===== src/rtl/gpio_bank_pkg.sv =====
`timescale 1ns/1ps
package gpio_bank_pkg;
    localparam int BUS_W  = 32;
    localparam int ADDR_W = 7;

    typedef enum logic [ADDR_W-1:0] {
        SEL_MODE   = 7'h00,
        SEL_DIR    = 7'h04,
        SEL_DOUT   = 7'h08,
        SEL_DIN    = 7'h0C,
        SEL_STAT   = 7'h10,
        SEL_CLR    = 7'h14,
        SEL_MASK   = 7'h18,
        SEL_UNMASK = 7'h1C,
        SEL_POL    = 7'h20,
        SEL_EDGE   = 7'h24,
        SEL_FILT   = 7'h28,
        SEL_BOTH   = 7'h4C
    } reg_sel_e;
endpackage


===== src/rtl/gpio_sync.sv =====
`timescale 1ns/1ps
module gpio_sync #(
    parameter int WIDTH  = 32,
    parameter int STAGES = 2
) (
    input  logic             clk,
    input  logic             rst_n,
    input  logic [WIDTH-1:0] async_in,
    output logic [WIDTH-1:0] sync_out
);
    logic [WIDTH-1:0] stage_q [STAGES];

    for (genvar s = 0; s < STAGES; s++) begin : g_stage
        always_ff @(posedge clk or negedge rst_n) begin
            if (!rst_n) begin
                stage_q[s] <= '0;
            end else if (s == 0) begin
                stage_q[s] <= async_in;
            end else begin
                stage_q[s] <= stage_q[(s > 0) ? s-1 : 0];
            end
        end
    end

    assign sync_out = stage_q[STAGES-1];
endmodule


===== src/rtl/gpio_detect.sv =====
`timescale 1ns/1ps
module gpio_detect #(
    parameter int NUM_LINES = 32
) (
    input  logic                 clk,
    input  logic                 rst_n,
    input  logic [NUM_LINES-1:0] level,
    input  logic [NUM_LINES-1:0] mode,
    input  logic [NUM_LINES-1:0] edge_sel,
    input  logic [NUM_LINES-1:0] pol,
    input  logic [NUM_LINES-1:0] both,
    input  logic [NUM_LINES-1:0] clr_bits,
    output logic [NUM_LINES-1:0] status
);
    logic [NUM_LINES-1:0] prev_q;
    logic [NUM_LINES-1:0] latch_q;
    logic [NUM_LINES-1:0] evt;
    logic [NUM_LINES-1:0] edge_mode;
    logic [NUM_LINES-1:0] level_hit;

    assign edge_mode = mode & edge_sel;

    for (genvar i = 0; i < NUM_LINES; i++) begin : g_line
        logic rise;
        logic fall;
        assign rise = ~prev_q[i] & level[i];
        assign fall = prev_q[i] & ~level[i];
        always_comb begin
            if (!edge_mode[i])     evt[i] = 1'b0;
            else if (both[i])      evt[i] = rise | fall;
            else if (pol[i])       evt[i] = fall;
            else                   evt[i] = rise;
        end
        assign level_hit[i] = mode[i] & ~edge_sel[i] & (level[i] ^ pol[i]);
    end

    always_ff @(posedge clk or negedge rst_n) begin
        if (!rst_n) begin
            prev_q  <= '0;
            latch_q <= '0;
        end else begin
            prev_q  <= level;
            latch_q <= (latch_q & ~clr_bits & edge_mode) | evt;
        end
    end

    assign status = (latch_q & edge_mode) | level_hit;

    // a latched bit only appears after a detected event
    assert_edge_needs_event_R6: assert property (@(posedge clk) disable iff (!rst_n)
        ((latch_q & ~$past(latch_q) & ~$past(evt)) == '0));

    // a cleared bit without a coincident event is gone next cycle
    assert_clear_w1c_R8: assert property (@(posedge clk) disable iff (!rst_n)
        (($past(clr_bits & ~evt) & latch_q) == '0));
endmodule


===== src/rtl/gpio_regs.sv =====
`timescale 1ns/1ps
module gpio_regs
    import gpio_bank_pkg::*;
#(
    parameter int NUM_LINES = 32
) (
    input  logic                 clk,
    input  logic                 rst_n,
    input  logic                 bus_valid,
    input  logic                 bus_write,
    input  logic [ADDR_W-1:0]    bus_addr,
    input  logic [BUS_W-1:0]     bus_wdata,
    output logic [BUS_W-1:0]     bus_rdata,
    input  logic [NUM_LINES-1:0] din_sync,
    input  logic [NUM_LINES-1:0] status,
    output logic [NUM_LINES-1:0] mode_q,
    output logic [NUM_LINES-1:0] dir_q,
    output logic [NUM_LINES-1:0] dout_q,
    output logic [NUM_LINES-1:0] pol_q,
    output logic [NUM_LINES-1:0] edge_q,
    output logic [NUM_LINES-1:0] both_q,
    output logic [NUM_LINES-1:0] mask_q,
    output logic [NUM_LINES-1:0] clr_bits
);
    logic [NUM_LINES-1:0] filt_q;
    logic [NUM_LINES-1:0] wbits;
    logic [NUM_LINES-1:0] drv_out;
    logic [NUM_LINES-1:0] rsel;
    logic                 wr;
    reg_sel_e             sel;

    assign sel     = reg_sel_e'(bus_addr);
    assign wr      = bus_valid & bus_write;
    assign wbits   = bus_wdata[NUM_LINES-1:0];
    assign drv_out = ~mode_q & dir_q;
    assign clr_bits = (wr && sel == SEL_CLR) ? wbits : '0;

    always_ff @(posedge clk or negedge rst_n) begin
        if (!rst_n) begin
            mode_q <= '0;
            dir_q  <= '0;
            dout_q <= '0;
            pol_q  <= '0;
            edge_q <= '0;
            both_q <= '0;
            filt_q <= '0;
            mask_q <= '0;
        end else if (wr) begin
            case (sel)
                SEL_MODE:   mode_q <= wbits;
                SEL_DIR:    dir_q  <= wbits;
                SEL_DOUT:   dout_q <= wbits;
                SEL_POL:    pol_q  <= wbits;
                SEL_EDGE:   edge_q <= wbits;
                SEL_BOTH:   both_q <= wbits;
                SEL_FILT:   filt_q <= wbits;
                SEL_MASK:   mask_q <= mask_q & wbits;
                SEL_UNMASK: mask_q <= mask_q | wbits;
                default:    ;
            endcase
        end
    end

    always_comb begin
        case (sel)
            SEL_MODE: rsel = mode_q;
            SEL_DIR:  rsel = dir_q;
            SEL_DOUT: rsel = dout_q;
            SEL_DIN:  rsel = (dout_q & drv_out) | (din_sync & ~drv_out);
            SEL_STAT: rsel = status;
            SEL_MASK: rsel = mask_q;
            SEL_POL:  rsel = pol_q;
            SEL_EDGE: rsel = edge_q;
            SEL_FILT: rsel = filt_q;
            SEL_BOTH: rsel = both_q;
            default:  rsel = '0;
        endcase
        bus_rdata = '0;
        bus_rdata[NUM_LINES-1:0] = rsel;
    end

    // a write to the mask word never enables a line
    assert_mask_write_no_set_R9: assert property (@(posedge clk) disable iff (!rst_n)
        (wr && sel == SEL_MASK) |=> ((mask_q & ~$past(mask_q)) == '0));

    // a write to the unmask word never disables a line
    assert_unmask_no_clear_R9: assert property (@(posedge clk) disable iff (!rst_n)
        (wr && sel == SEL_UNMASK) |=> ((~mask_q & $past(mask_q)) == '0));
endmodule


===== src/rtl/gpio_irq_bank.sv =====
`timescale 1ns/1ps
module gpio_irq_bank
    import gpio_bank_pkg::*;
#(
    parameter int NUM_LINES = 32
) (
    input  logic                 clk,
    input  logic                 rst_n,
    input  logic                 bus_valid,
    input  logic                 bus_write,
    input  logic [6:0]           bus_addr,
    input  logic [31:0]          bus_wdata,
    output logic [31:0]          bus_rdata,
    input  logic [NUM_LINES-1:0] pin_in,
    output logic [NUM_LINES-1:0] pin_out,
    output logic [NUM_LINES-1:0] pin_oe,
    output logic                 irq
);
    logic [NUM_LINES-1:0] din_sync;
    logic [NUM_LINES-1:0] status;
    logic [NUM_LINES-1:0] mode_q, dir_q, dout_q, pol_q, edge_q, both_q, mask_q;
    logic [NUM_LINES-1:0] clr_bits;
    logic                 irq_q;

    gpio_sync #(.WIDTH(NUM_LINES), .STAGES(2)) u_sync (
        .clk(clk), .rst_n(rst_n), .async_in(pin_in), .sync_out(din_sync)
    );

    gpio_regs #(.NUM_LINES(NUM_LINES)) u_regs (
        .clk(clk), .rst_n(rst_n),
        .bus_valid(bus_valid), .bus_write(bus_write),
        .bus_addr(bus_addr), .bus_wdata(bus_wdata), .bus_rdata(bus_rdata),
        .din_sync(din_sync), .status(status),
        .mode_q(mode_q), .dir_q(dir_q), .dout_q(dout_q), .pol_q(pol_q),
        .edge_q(edge_q), .both_q(both_q), .mask_q(mask_q), .clr_bits(clr_bits)
    );

    gpio_detect #(.NUM_LINES(NUM_LINES)) u_detect (
        .clk(clk), .rst_n(rst_n), .level(din_sync),
        .mode(mode_q), .edge_sel(edge_q), .pol(pol_q), .both(both_q),
        .clr_bits(clr_bits), .status(status)
    );

    always_ff @(posedge clk or negedge rst_n) begin
        if (!rst_n) irq_q <= 1'b0;
        else        irq_q <= |(status & mask_q);
    end

    assign irq     = irq_q;
    assign pin_out = dout_q;
    assign pin_oe  = ~mode_q & dir_q;

    // irq only follows an enabled pending line
    assert_irq_source_R10: assert property (@(posedge clk) disable iff (!rst_n)
        irq |-> $past(|(status & mask_q)));

    // an interrupt-mode line never drives its pad
    assert_oe_io_only_R3: assert property (@(posedge clk) disable iff (!rst_n)
        ((pin_oe & mode_q) == '0));

    // general I/O lines never report status
    assert_io_no_status_R11: assert property (@(posedge clk) disable iff (!rst_n)
        ((status & ~mode_q) == '0));
endmodule


===== config.mk =====
export PLATFORM = sky130hd
export DESIGN_NAME = gpio_irq_bank
export DESIGN_NICKNAME = d
export VERILOG_FILES = /design/src/rtl/gpio_bank_pkg.sv /design/src/rtl/gpio_sync.sv /design/src/rtl/gpio_detect.sv /design/src/rtl/gpio_regs.sv /design/src/rtl/gpio_irq_bank.sv
export SDC_FILE = /design/constraint.sdc
export NUM_CORES = 1
export LEC_CHECK = 0
export BUFFER_PORTS_ARGS = -buffer_cell sky130_fd_sc_hd__buf_2
export CAP_MARGIN = 25
export CORE_MARGIN = 5
export CORE_UTILIZATION = 30
export CTS_BUF_LIST = sky130_fd_sc_hd__clkbuf_8 sky130_fd_sc_hd__clkbuf_16
export DETAILED_ROUTE_END_ITERATION = 6
export PLACE_DENSITY = 0.53
export RECOVER_POWER = 25
export SLEW_MARGIN = 10
export SYNTH_ARGS = -nofsm -noshare
export SYNTH_HDL_FRONTEND = slang
export SYNTH_HIERARCHICAL = 1
export SYNTH_SLANG_ARGS = --single-unit

===== constraint.sdc =====
create_clock -name clk -period 2.75 [get_ports clk]
set_input_delay 0.1375 -clock clk [delete_from_list [all_inputs] [get_ports clk]]
set_output_delay 0.1375 -clock clk [all_outputs]
set_load 0.02 [all_outputs]

# Word-level counts from Yosys, hierarchy flattened
# Index checks and enable logic that the tools add are counted.
word_totals:
  register_bits: 385
  in_bits: 75
  out_inout_bits: 97
  elab_cells: 440
classes:
  n_eq_ne: 11
  muxes: 99
  bitwise: 305
  reduce_logical: 12
ops:
  columns: ["cell", "n"]
  rows:
  - ["$pmux 32 s10", 1]
  - ["$and 32x32->32", 9]
  - ["$and 1x1->1", 129]
  - ["$or 32x32->32", 4]
  - ["$mux 1", 96]
  - ["$not 1->1", 96]
  - ["$not 32->32", 3]
  - ["$pmux 32 s2", 1]
  - ["$mux 32", 1]
  - ["$or 1x1->1", 32]
  - ["$reduce_or 32->1", 1]
  - ["$xor 1x1->1", 32]
  - ["$eq 7x5->1 const B", 4]
  - ["$eq 7x6->1 const B", 3]
  - ["$reduce_and 2->1", 8]
  - ["$eq 7x4->1 const B", 2]
  - ["$eq 7x3->1 const B", 1]
  - ["$eq 7x7->1 const B", 1]
  - ["$logic_not 7->1", 1]
  - ["$reduce_bool 2->1", 1]
  - ["$logic_and 1x1->1", 1]

# Logic depth before layout (Yosys ltp)
logic_depth:
  ltp_word: 7
  ltp_mapped: 8
  depth_no_buf: 7

# Cells and area by module
# Netlist, hierarchy kept.
by_module_without_submodules:
  columns: ["mod", "instances", "cells_per_inst", "area_per_inst_um2", "seq_area_each_um2"]
  rows:
  - ["gpio_regs", 1, 1152, 13325.3, 6406.1]
  - ["gpio_detect", 1, 512, 4724.5, 1601.5]
  - ["gpio_sync", 1, 96, 1841.8, 1601.5]
  - ["gpio_irq_bank", 1, 54, 382.9, 25.0]

# Worst setup path before layout
# No wires, ideal clock.
synth_path:
  kind: "input to output"
  startpoint: "in bus_addr[1]"
  endpoint: "out bus_rdata[28]"
  arrival_ns: 1.729
  required_time_ns: 2.612
  setup_slack_ns: 0.883
  cell_stages: 6
  n_path_buf: 2
  cell_sequence: "buf_2 or4b_4 buf_6 nor2_1 a221o_1 or3_1"
synth_between:
  elab_chain_len: 2
  word_cells_on_any_way: 11
  cone_classes: "9 x eq/ne; 1 x mux; 1 x reduce/logical"
synth_rtl:
  columns: ["item", "line", "rtl"]
  rows:
  - ["start: declaration", "gpio_irq_bank.sv:11", "input logic [6:0] bus_addr,"]
  - ["$eq 7x7->1, or another cell as far along", "gpio_regs.sv:65", "case (sel)"]
  - ["$pmux 32 s10 *", "gpio_regs.sv:65", null]
  - ["end: declaration", "gpio_irq_bank.sv:13", "output logic [31:0] bus_rdata,"]
# Mark *: on every way between the ends. The rest lies on a longest branch, timed or not.

# Worst setup path in the final report
layout_path:
  startpoint: "reg u_sync.stage_q, in the netlist u_sync/sync_out[28]"
  endpoint: "out bus_rdata[28]"
layout_between:
  elab_chain_len: 4
  word_cells_on_any_way: 6
  cone_classes: "1 x mux; 5 x bitwise"
layout_rtl:
  columns: ["item", "line", "rtl"]
  rows:
  - ["start: declaration", "gpio_sync.sv:11", "logic [WIDTH-1:0] stage_q [STAGES];"]
  - ["start signal: indexed assignment", "gpio_sync.sv:18", "stage_q[s] <= async_in;"]
  - ["start signal: indexed assignment", "gpio_sync.sv:20", "stage_q[s] <= stage_q[(s > 0) ? s-1 : 0];"]
  - ["$xor 1x1->1", "gpio_detect.sv:34", "assign level_hit[i] = mode[i] & ~edge_sel[i] & (level[i] ^ pol[i]);"]
  - ["$and 1x1->1", "gpio_detect.sv:34", null]
  - ["$or 32x32->32", "gpio_detect.sv:47", "assign status = (latch_q & edge_mode) | level_hit;"]
  - ["named net status[28]", "gpio_irq_bank.sv:20", "logic [NUM_LINES-1:0] status;"]
  - ["$pmux 32 s10", "gpio_regs.sv:65", null]
# The timed path passes the listed nets, and every way through them passes these cells.

==> results.cfg <==
[logic_synthesis]
synth_common_cells = dfrtp_1 (385), mux2_2 (234), nand2_1 (113)
synthTopCellsByArea = dfrtp_1 (48%), mux2_2 (13%), ha_1 (3.9%)
ys_ff_latch = 385
synth_area_per_cell_um2 = 11.18
ys_seq_area_share_pct = 47.52
synth_warnings = 6
synth_cell_types = 56
syn_area_um2 = 20270
synthArstFlopShare_pct = 100.0
ys.flop_type = dfrtp_1
synthesis.instances = 1814
yosysMostFrequentCell = dfrtp_1
synth_top_area_share_pct = 47.52
synth_top_area_cell = dfrtp_1
synth_edf_count = 0
synth_fp_nets = 1953

[cts]
htreeDepth = 2
post_cts_buffers = 0
cts_tree = built
cts_sinks = 385
clk_latency_ns = 0.57
cts-root-buf = clkbuf_16
clock_path_buffers = 3
cts_made_buffers = 45
path_clk_slew_ns = 0.06

[sta]
setup_violations = 0
hold_viol_final = 0
slew_viol_final = 67
finalCritPeriodShare_pct = 94.00
rsz0062_at_grt = false
slew_headroom_pct = -47.77
worstMarginPinSlew_ns = 2.217
tns_ns = 0
finalClockSkew_ns = 0.01870
min_period_ns = 2.585
fmax_mhz = 386.9

[worst_setup_path]
crit_chain = xnor2_1 -> a21oi_1 -> nand3b_1 -> a211oi_1 -> a221o_1 -> or3_1 -> buf_2
cp.arrival_ns = 2.45
max_stage_delay_ns = 0.47
worstPathMaxFanout = 5
start_kind = register
cp.required_ns = 2.61
crit_slowest_cell = dfrtp_1
cp-end-kind = primary output
path_class = reg -> out

[routing]
vias_per_cell = 5.123
wire_per_inst_um = 22.60
drt-pass1-iter-count = 5
drc = 0
vias = 15090
drt_iter0_drc = 1188
ant_nets = 0
wl_um = 66570

[placed_design]
routabilityCongestion = 0.8517
io_buffers = 171
hpwl_um = 46770
dp_cells = 2804

[pwr]
p_per_area_nw_per_um2 = 557.1
p_seq_share_pct = 45.6
peakVddDrop_mv = 0.3911
swShare_pct = 25.36
p_leak_nw = 11.63
power.share.clock_pct = 44.8
internal_power_w = 0.01015
pwr-share-comb_pct = 9.6
p_switching_w = 0.003448

[floorplanning]
ios = 172
dieWidth_um = 270.0
coreArea_um2 = 67160
die_y_um = 270.0
start_util_pct = 30.19
dieArea_um2 = 72880
rows = 95

[run_status]
violations = capacitance limit, slew limit
status = finished, violations left

[flow_run]
cap_violations = 1

[finish]
syn2layout_area_growth_pct = 20.37
fill_cells = 6532
final_nets = 2182
drive_gt1_share_pct = 30.50
finalNonFillerCells = 2946

[global_route]
grt_max_degree = 75
grt-ovfl-total = 0
grt_usage_pct = 17.84
grt_pass1_wl_um = 101300
first_global_vias = 15590
antenna_found_initial = 1

[worst_hold_path]
hold_class = in -> reg
==> power by group through the flow <==
stage / Combinational (W) / Clock [W] / Sequential (W)
3_5_place_dp: 0.00123 / 0 / 0.00630
4_1_cts: 0.00131 / 0.00627 / 0.00620
3_3_place_gp: 0.00121 / 0 / 0.00629
6_report: 0.00130 / 0.00609 / 0.00620
5_1_grt: 0.00142 / 0.00649 / 0.00624
2_1_floorplan: 0.000747 / 0 / 0.00620
==> kinds of logic (layout without fill, tap and decap cells) <==
| logic type | Yosys count | in the layout | share of synthesized area (%) |
|---|---|---|---|
| xor gates and xnor gates | 32 | 32 | 1.382 |
| DFF | 385 | 385 | 47.52 |
| and+or+nand+nor | 459 | 459 | 12.55 |
| buffers and inverters | 232 | 490 | 5.573 |
| muxes | 342 | 342 | 19.21 |
| other | 0 | 1 | 0 |
| AOI/OAI and AO/OA | 300 | 300 | 9.825 |
| adders and majority gates | 64 | 64 | 3.950 |
==> cells in the final DEF, fill, tap and decap left out, types with 8 or more instances in the layout <==
| master | synthesis | layout |
|---|---|---|
| a2111oi_0 | 9 | 9 |
| a21oi_1 | 85 | 85 |
| a221oi_1 | 15 | 15 |
| a22o_1 | 17 | 17 |
| a22oi_1 | 34 | 34 |
| and2_1 | 44 | 44 |
| and3_1 | 22 | 22 |
| and4_1 | 8 | 8 |
| buf_12 | 0 | 14 |
| buf_2 | 42 | 165 |
| buf_4 | 47 | 67 |
| clkbuf_16 | 0 | 46 |
| clkinv_2 | 0 | 10 |
| dfrtp_1 | 385 | 385 |
| dlygate4sd3_1 | 0 | 65 |
| ha_1 | 64 | 64 |
| inv_1 | 96 | 102 |
| mux2_1 | 14 | 14 |
| mux2_2 | 234 | 234 |
| mux2_4 | 32 | 32 |
| mux2i_1 | 62 | 62 |
| nand2_1 | 113 | 113 |
| nand2b_1 | 41 | 41 |
| nand3b_1 | 11 | 11 |
| nand4_1 | 22 | 22 |
| nor2_1 | 59 | 57 |
| nor2b_1 | 66 | 65 |
| nor3_1 | 22 | 21 |
| nor3b_1 | 11 | 11 |
| o21ai_0 | 69 | 69 |
| o21ai_2 | 32 | 32 |
| o22ai_1 | 8 | 8 |
| o2bb2ai_1 | 10 | 10 |
| xnor2_1 | 32 | 32 |
==> through the flow <==
step                      instance area (um2)  hold WS [ns]  setup WS, ns  util [%]  total power [W]
after global routing                    24400        0.1849       0.03890     36.34          0.01415
after floorplan                         20270       -0.1581        0.8831         -         0.006950
final                                   24400        0.1983        0.1651     36.34          0.01360
after detailed placement                22280        0.2201        0.2569     33.18         0.007534
after CTS                               24420        0.1677        0.1805     36.37          0.01379
after global placement                  22280        0.2207        0.2445     33.18         0.007497
==> layer usage <==
layer / vias up / wire (um) / track usage, %
met4: 2 / 2756 / 6.503
met3: 148 / 3878 / 3.251
met5: - / 11 / 0
li1: 6807 / - / -
met1: 7612 / 29750 / 24.48
met2: 522 / 30180 / 28.31
==> layout make-up <==
type	count	area (um2)	share of cell area (%)
diodes	1	2.502	0.01025
well taps	873	1092	4.476
clock buffers	52	1234	5.055
inverters	96	360.3	1.477
clock inverters	24	254.0	1.041
repair buffers	318	2287	9.372
multi-input cells	1197	9540	39.09
flip-flops and latches	385	9634	39.48
==> registers in the layout, indices dropped and copies added, names as in the netlist <==
| signal | count |
|---|---|
| u_sync/sync_out | 32 |
| u_regs/dir_q | 32 |
| u_regs/mode_q | 32 |
| u_regs/filt_q | 32 |
| u_detect/latch_q | 32 |
| u_sync/stage_q | 32 |
| u_regs/pol_q | 32 |
| u_detect/prev_q | 32 |
| u_regs/mask_q | 32 |
| irq | 1 |
| u_regs/dout_q | 32 |
| u_regs/both_q | 32 |
| u_regs/edge_q | 32 |
==> what timing repair did <==
item	in CTS	in global routing
hold buffers	65	0
gates resized for setup	0	0
endpoints found under the hold margin	342	0
==> worst paths after layout <==
kind                                     start                  end  slack (ns)  depth (start not counted)
max                        u_sync/sync_out[28]        bus_rdata[28]        0.17                          7
max in group asynchronous                rst_n    u_regs/filt_q[15]        0.65                          2
min                                 pin_in[19]   u_sync/stage_q[51]        0.20                          2
min in group asynchronous                rst_n   u_sync/stage_q[54]        0.77                          2
max reg2reg                    u_regs/pol_q[4]                  irq        0.61                          5
min reg2reg                 u_sync/stage_q[47]  u_sync/sync_out[15]        0.34                          0
==> critical path, delay by kind of cell (launching register included) <==
kind                   cells  cell delay, ns
buffers and inverters      1            0.21
AO/OA/AOI/OAI              3            0.49
AND/OR/NAND/NOR            2            0.51
XOR/XNOR                   1            0.20
flip-flops                 1            0.47
Note: power is estimated with default switching activity, not from simulation.
